<file path="src/rtl/bpar_pkg.sv">
package bpar_pkg;

  typedef enum logic [2:0] {
    ACC_IDLE    = 3'd0,
    ACC_WR_FIFO = 3'd1,
    ACC_WR_MBX  = 3'd2,
    ACC_RD_FIFO = 3'd3,
    ACC_RD_MBX  = 3'd4
  } acc_t;

endpackage

</file>
<file path="src/rtl/bpar_decode.sv">
module bpar_decode
  import bpar_pkg::*;
(
  input  logic cs_n,
  input  logic en,
  input  logic wr_sel,
  input  logic mbx_sel,
  output acc_t acc
);

  always_comb begin
    acc = ACC_IDLE;
    if (!cs_n && en) begin
      if (wr_sel) acc = mbx_sel ? ACC_WR_MBX : ACC_WR_FIFO;
      else        acc = mbx_sel ? ACC_RD_MBX : ACC_RD_FIFO;
    end
  end

endmodule

</file>
<file path="src/rtl/bpar_tree.sv">
// One byte's parity tree: produces the parity bit that the low data bits
// need for the chosen sense. A check compares it with the received bit.
module bpar_tree #(
  parameter int DBITS = 8
) (
  input  logic [DBITS-1:0] data_in,
  input  logic             odd_sel,
  output logic             par_bit
);

  assign par_bit = (^data_in) ^ odd_sel;

endmodule

</file>
<file path="src/rtl/bpar_store.sv">
module bpar_store #(
  parameter int WIDTH = 36,
  parameter int DEPTH = 4
) (
  input  logic             clk,
  input  logic             rst_n,
  input  logic             wr_en,
  input  logic             rd_en,
  input  logic [WIDTH-1:0] wdata,
  output logic [WIDTH-1:0] rdata
);

  localparam int AW = (DEPTH > 1) ? $clog2(DEPTH) : 1;
  localparam logic [AW-1:0] LAST = AW'(DEPTH - 1);

  logic [WIDTH-1:0] mem [DEPTH];
  logic [AW-1:0]    wptr, rptr;

  always_ff @(posedge clk) begin
    if (!rst_n) begin
      wptr <= '0;
      rptr <= '0;
    end else begin
      if (wr_en) wptr <= (wptr == LAST) ? '0 : wptr + 1'b1;
      if (rd_en) rptr <= (rptr == LAST) ? '0 : rptr + 1'b1;
    end
  end

  always_ff @(posedge clk) begin
    if (wr_en) mem[wptr] <= wdata;
  end

  assign rdata = mem[rptr];

endmodule

</file>
<file path="src/rtl/bpar_port.sv">
module bpar_port
  import bpar_pkg::*;
#(
  parameter int NBYTES = 4,
  parameter int DBITS  = 8,
  parameter int DEPTH  = 4
) (
  input  logic                            clk,
  input  logic                            rst_n,
  input  logic                            cs_n,
  input  logic                            en,
  input  logic                            wr_sel,
  input  logic                            mbx_sel,
  input  logic                            gen_par,
  input  logic                            odd_sel,
  input  logic [NBYTES-1:0]               byte_mask,
  input  logic [NBYTES*(DBITS+1)-1:0]     din,
  output logic [NBYTES*(DBITS+1)-1:0]     dout,
  output logic                            perr_n
);

  localparam int BW = DBITS + 1;
  localparam int W  = NBYTES * BW;

  acc_t            acc;
  logic            mbx_gen;
  logic [W-1:0]    mbox_q;
  logic [W-1:0]    tree_src;
  logic [W-1:0]    mbx_word;
  logic [W-1:0]    st_word;
  logic [W-1:0]    fifo_word;
  logic [NBYTES-1:0] chk_bit;
  logic [NBYTES-1:0] fifo_bit;
  logic [NBYTES-1:0] bad;

  bpar_decode u_dec (
    .cs_n    (cs_n),
    .en      (en),
    .wr_sel  (wr_sel),
    .mbx_sel (mbx_sel),
    .acc     (acc)
  );

  // Shared trees switch to the mailbox while it is read with generation.
  assign mbx_gen  = (acc == ACC_RD_MBX) && gen_par;
  assign tree_src = mbx_gen ? mbox_q : din;

  bpar_store #(.WIDTH(W), .DEPTH(DEPTH)) u_store (
    .clk   (clk),
    .rst_n (rst_n),
    .wr_en (acc == ACC_WR_FIFO),
    .rd_en (acc == ACC_RD_FIFO),
    .wdata (din),
    .rdata (st_word)
  );

  for (genvar b = 0; b < NBYTES; b++) begin : g_byte
    bpar_tree #(.DBITS(DBITS)) u_shared (
      .data_in (tree_src[b*BW +: DBITS]),
      .odd_sel (odd_sel),
      .par_bit (chk_bit[b])
    );

    bpar_tree #(.DBITS(DBITS)) u_fifo_gen (
      .data_in (st_word[b*BW +: DBITS]),
      .odd_sel (odd_sel),
      .par_bit (fifo_bit[b])
    );

    assign bad[b] = chk_bit[b] ^ din[b*BW + DBITS];

    assign mbx_word[b*BW +: BW] =
      {gen_par ? chk_bit[b] : mbox_q[b*BW + DBITS], mbox_q[b*BW +: DBITS]};
    assign fifo_word[b*BW +: BW] =
      {gen_par ? fifo_bit[b] : st_word[b*BW + DBITS], st_word[b*BW +: DBITS]};
  end

  assign perr_n = mbx_gen | ~(|(bad & byte_mask));

  always_ff @(posedge clk) begin
    if (!rst_n) begin
      mbox_q <= '0;
      dout   <= '0;
    end else begin
      if (acc == ACC_WR_MBX) mbox_q <= din;
      if (acc == ACC_RD_MBX)       dout <= mbx_word;
      else if (acc == ACC_RD_FIFO) dout <= fifo_word;
    end
  end

endmodule

</file>
<file path="config.mk">
export PLATFORM = sky130hd
export DESIGN_NAME = bpar_port
export DESIGN_NICKNAME = d
export VERILOG_FILES = /design/src/rtl/bpar_pkg.sv /design/src/rtl/bpar_decode.sv /design/src/rtl/bpar_tree.sv /design/src/rtl/bpar_store.sv /design/src/rtl/bpar_port.sv
export SDC_FILE = /design/constraint.sdc
export NUM_CORES = 1
export LEC_CHECK = 0
export BUFFER_PORTS_ARGS = -buffer_cell sky130_fd_sc_hd__buf_4
export CORE_UTILIZATION = 60
export DETAILED_ROUTE_END_ITERATION = 8
export MAX_ROUTING_LAYER = met4
export PLACE_DENSITY_LB_ADDON = 0.15
export SLEW_MARGIN = 25
export SYNTH_ARGS = -nofsm -noshare
export SYNTH_HDL_FRONTEND = slang
export SYNTH_SLANG_ARGS = --single-unit
</file>
<file path="constraint.sdc">
create_clock -name clk -period 6.2 [get_ports clk]
set_input_delay 1.86 -clock clk [delete_from_list [all_inputs] [get_ports clk]]
set_output_delay 1.86 -clock clk [all_outputs]
set_load 0.03 [all_outputs]
</file>
# After elaboration in Yosys (flattened, before gate mapping)
# Memory sizes are Yosys's and may differ from the RTL's. A register that Yosys moved wholly into a read port is not among the register bits.
# Index checks and enable logic that the tools add are counted.
totals:
  reg_bits: 76
  ramBits: 144
  inputBits: 48
  output_inout_bits: 37
  wordCells: 62
  mem_count: 1
memory_table:
  columns: ["name", "words", "width", "read_ports", "rd_ports_with_merged_regs", "write_ports", "line_no", "rtl"]
  rows:
  - ["u_store.mem", 4, 36, 1, 1, 1, "bpar_store.sv:16", "logic [WIDTH-1:0] mem [DEPTH];"]
op_classes:
  add_sub_neg: 2
  n_eq_ne: 6
  muxes: 21
  n_bitwise: 15
  n_reduce_logical: 13
ops:
  columns: ["operator", "n"]
  rows:
  - ["$mux 36", 2]
  - ["$reduce_xor 8->1", 8]
  - ["$mux 35", 1]
  - ["$xor 1x1->1", 12]
  - ["$mux 1", 10]
  - ["$mux 2", 5]
  - ["$mux 3", 3]
  - ["$eq 3x2->1 const B", 2]
  - ["$add 2x1->2 const B", 2]
  - ["$and 4x4->4", 1]
  - ["$eq 2x2->1 const B", 2]
  - ["$reduce_or 4->1", 1]
  - ["$eq 3x1->1 const B", 1]
  - ["$eq 3x3->1 const B", 1]
  - ["$logic_and 1x1->1", 2]
  - ["$reduce_bool 2->1", 1]
  - ["$logic_not 1->1", 1]
  - ["$not 1->1", 1]
  - ["$or 1x1->1", 1]

# Longest topological paths before layout
logic_depth:
  depth_word: 13
  ltp_mapped: 9
  mapped_depth_nobuf: 8

# By module
# Synthesis repeated with hierarchy kept, for this count alone.
unflattened:
  hier_cells: 680
  hier_area_um2: 9800.6
by_module_without_submodules:
  columns: ["module", "n_inst", "cells_per_inst", "area_each_um2"]
  rows:
  - ["bpar_store", 1, 215, 5539.1]
  - ["bpar_port", 1, 404, 3554.7]
  - ["bpar_tree", 8, 7, 82.6]
  - ["bpar_decode", 1, 5, 46.3]

# Worst setup path after synthesis
# Ideal clock, no wire load.
synth_path:
  kind: "input to output"
  startpoint: "input port wr_sel"
  endpoint: "output port perr_n"
  t_arrival_ps: 4193
  slack_ps: 147
  stages: 8
  path_buffers: 0
  cell_sequence: "inv_1 -> ha_1 -> nor4bb_1 -> nand3_1 -> mux2i_1 -> xnor2_1 -> a22o_1 -> o31ai_1"
synth_via:
  elab_chain_cells: 12
  word_cells_on_any_way: 21
synth_rtl:
  columns: ["element", "line_no", "rtl"]
  rows:
  - ["from (decl)", "bpar_port.sv:12", "input logic wr_sel,"]
  - ["$mux 3 *", "bpar_decode.sv:14", "if (wr_sel) acc = mbx_sel ? ACC_WR_MBX : ACC_WR_FIFO;"]
  - ["$mux 3 *", "bpar_decode.sv:13", "if (!cs_n && en) begin"]
  - ["$eq 3x3->1 *", "bpar_port.sv:45", "assign mbx_gen = (acc == ACC_RD_MBX) && gen_par;"]
  - ["$logic_and 1x1->1 *", "bpar_port.sv:45", null]
  - ["$mux 35", "bpar_port.sv:46", "assign tree_src = mbx_gen ? mbox_q : din;"]
  - ["$reduce_xor 8->1", "bpar_tree.sv:11", "assign par_bit = (^data_in) ^ odd_sel;"]
  - ["$xor 1x1->1", "bpar_tree.sv:11", null]
  - ["$xor 1x1->1", "bpar_port.sv:70", "assign bad[b] = chk_bit[b] ^ din[b*BW + DBITS];"]
  - ["$and 4x4->4", "bpar_port.sv:78", "assign perr_n = mbx_gen | ~(|(bad & byte_mask));"]
  - ["$reduce_or 4->1", "bpar_port.sv:78", null]
  - ["$not 1->1", "bpar_port.sv:78", null]
  - ["$or 1x1->1 *", "bpar_port.sv:78", null]
  - ["to (decl)", "bpar_port.sv:19", "output logic perr_n"]
# Mark *: on every way between the ends. The rest lies on a longest branch, timed or not.

# Worst setup path in the final report
layout_path:
  startpoint: "input port mbx_sel"
  endpoint: "output port perr_n"
layout_via:
  elab_chain_cells: 13
  word_cells_on_any_way: 23
layout_rtl:
  columns: ["element", "line_no", "rtl"]
  rows:
  - ["from (decl)", "bpar_port.sv:13", "input logic mbx_sel,"]
  - ["$mux 3 / $mux 2 (equally long branches)", "bpar_decode.sv:15, bpar_decode.sv:14", null]
  - ["$mux 3 *", "bpar_decode.sv:14", null]
  - ["$mux 3 *", "bpar_decode.sv:13", null]
  - ["$eq 3x3->1 *", "bpar_port.sv:45", null]
  - ["$logic_and 1x1->1 *", "bpar_port.sv:45", null]
  - ["$mux 35", "bpar_port.sv:46", null]
  - ["$reduce_xor 8->1", "bpar_tree.sv:11", null]
  - ["$xor 1x1->1", "bpar_tree.sv:11", null]
  - ["$xor 1x1->1", "bpar_port.sv:70", null]
  - ["$and 4x4->4", "bpar_port.sv:78", null]
  - ["$reduce_or 4->1", "bpar_port.sv:78", null]
  - ["$not 1->1", "bpar_port.sv:78", null]
  - ["$or 1x1->1 *", "bpar_port.sv:78", null]
# Marked as above.

==> out/metrics.yaml <==
status: "finished clean"
fin_worst_skew_ps: 12.82
pre_cts_slack_ps: 72.87
ir_worst_vdd_mv: 0.2149
die_x_um: 127.8
cts_buffer_depth: 3
grt_usage: 0.2696
die-area_um2: 16340
cpLargestDelayFamily: "simple AND/OR/NAND/NOR gates"
cts_root_buf: "clkbuf_16"
grt_max_degree: 78
crit_path_start_kind: "input pin"
cp.required_ps: 4340
clk_latency_ps: 510
holdBufCountCts: 0
start_util: 0.6201
hold_class: "reg2reg"
area_growth_syn_to_layout_pct: 16.64
ys_types: 39
arrival_ps: 4230
max_slew_margin: 0.3624
ios: 85
setup_viol: 0
die_h_um: 127.8
drv_slew: 0
antenna_cells: 0
fin_nets: 805
placed_area_um2: 10320
yosys.area.top_type_share: 0.4553
fin_crit_ps: 6091
fin_area_um2: 11080
synth_seq_area_share: 0.6198
std_cell_rows: 45
antenna_found_initial: 0
crit_buf_inv: 2
gp_congestion: 0.7578
crit_slowest_cell: "nor4bb_2"
post-dp-hpwl_mm: 12.52
intPower_mw: 2.532
fillers: 1034
setup_tns_ps: 0
grt_pass1_wl_mm: 31.98
end_kind: "primary output"
wl_per_cell_um: 20.80
worstSetupPathType: "in2out"
post-cts-setup-buffers: 0
comb_power_share: 0.082
p_leak_nw: 3.757
p_per_area_nw_per_um2: 291.6
portBuffers: 84
synth_nets: 718
finalCritPeriodShare: 0.9824
vias: 5667
clkPwrFrac: 0.422
rsz0062_at_grt: "false"
synth.most_common_cell: "edfxtp_1"
synth-async-reset-ratio: 0
utilization: 0.7233
cts_sinks: 222
ys_seq_elements: 222
ant_nets: 0
switchingPower_uw: 697.5
synth_top_area_cell: "edfxtp_1"
drc: 0
switching_share: 0.2160
synth-main-ff-cell: "edfxtp_1"
fmax_ghz: 0.1642
crit_chain: "buf_4 > ha_1 > nor4bb_2 > nand3_1 > mux2i_1 > xnor2_1 > a22o_1 > o31ai_1 > buf_4"
drt-initial-drc-count: 532
core_um2: 15310
layout_setup_ws_ps: 109.1
path_max_fanout: 9
drive_above_1_share: 0.1953
via_per_inst: 5.789
syn_area_um2: 9497
syn_inst: 664
grt_overflow: 0
ys_warn_count: 0
slowest_delay_ps: 450
p_seq_frac: 0.495
drtPass1Iterations: 5
cts_tree: "yes"
routed_wl_mm: 20.36
path_common_cell: "buf_4"
hold_ws_ps: 463.2
reg2reg_slack_ps: 3280
clkTransAtPathRegs_ps: 60
cts_buffers: 23
post_cts_resized: 0
synth-edff-count: 144
grt_pass1_vias: 5924
htree_levels: 1
hold_violations: 0
synth_common_cells: "144 x edfxtp_1, 113 x nand2_1, 78 x dfxtp_1, 78 x xnor2_1, 69 x a21boi_0"
cap_violations: 0
synth.area.top_cells: "edfxtp_1 46%, dfxtp_1 16%, xnor2_1 7.2%"
worstMarginPinSlew_ps: 954.4
syn_avg_cell_area_um2: 14.30
[sequential cells by signal, indices dropped and copies added (netlist names), named ones only]
name          cells
u_store.wptr      2
mbox_q           36
u_store.mem     144
u_store.rptr      2
dout             36
[cells by family after synthesis]
logic type / after synthesis / synth area share
AOI/OAI and AO/OA: 118 / 0.09368
xor gates and xnor gates: 95 / 0.09354
adders and majority gates: 6 / 0.007905
buffers and inverters: 43 / 0.02266
DFF: 222 / 0.6198
muxes: 43 / 0.1026
and+or+nand+nor: 137 / 0.05982
[tightest hold or removal path, cell delays in order, from the launching register on]
cell and delay, ps:
dfxtp_1 300, nand2_1 40, a21boi_0 60
[placed cells by master (no fill, tap or decap), drive strengths merged]
cell type	n
mux4	36
xnor2	80
mux2i	7
a21boi	69
ha	6
inv	7
nor3	1
clkbuf	31
and2	5
edfxtp	144
o22a	1
nand3	2
o221ai	3
xor2	12
a22oi	34
o21ai	1
a21oi	2
nor2b	3
xnor3	3
o31ai	1
a311oi	1
o2111ai	1
nor3b	2
and3	1
clkinv	7
or2	2
o32ai	2
buf	99
nand3b	1
dfxtp	78
nor4bb	1
nor2	5
nand2	113
and3b	1
bufinv	3
o21a	2
a22o	1
[worst paths after layout]
check / start / to / cells past startpoint
max: mbx_sel / perr_n / 9
min: dout[22] / dout[22] / 2
max reg2reg: register / dout[8] / 7
min reg2reg: dout[22] / dout[22] / 2
[routing by layer]
metal,routed length [um],part of all wire,track usage,vias to the layer above
li1,-,-,-,2639
met1,8638,0.42,0.3583,2796
met2,10230,0.50,0.4364,191
met3,1133,0.056,0.03756,41
met4,360,0.018,0.08166,0
met5,0,0,-,-
[metrics by stage]
step	instances	power [mW]
finish	979	3.230
detailed placement	937	1.893
global route	979	3.333
CTS	979	3.247
floorplan	664	1.799
global placement	937	1.887
[layout make-up]
| type | count | area (um2) | share of cell area |
|---|---|---|---|
| flip-flops and latches | 222 | 5887 | 0.5315 |
| multi-input cells | 399 | 3416 | 0.3084 |
| repair buffers | 99 | 743.2 | 0.06710 |
| clock buffers | 31 | 615.6 | 0.05557 |
| well taps | 211 | 264.0 | 0.02383 |
| clock inverters | 11 | 128.9 | 0.01163 |
| inverters | 6 | 22.52 | 0.002033 |
[power groups by stage]
stage               clock network, mW  logic (mW)  registers [mW]
floorplan                           0       0.161            1.64
global placement                    0       0.257            1.63
detailed placement                  0       0.262            1.63
CTS                              1.38       0.265            1.60
global route                     1.45       0.285            1.60
finish                           1.36       0.265            1.60
Power figures use the tool's default switching activity.
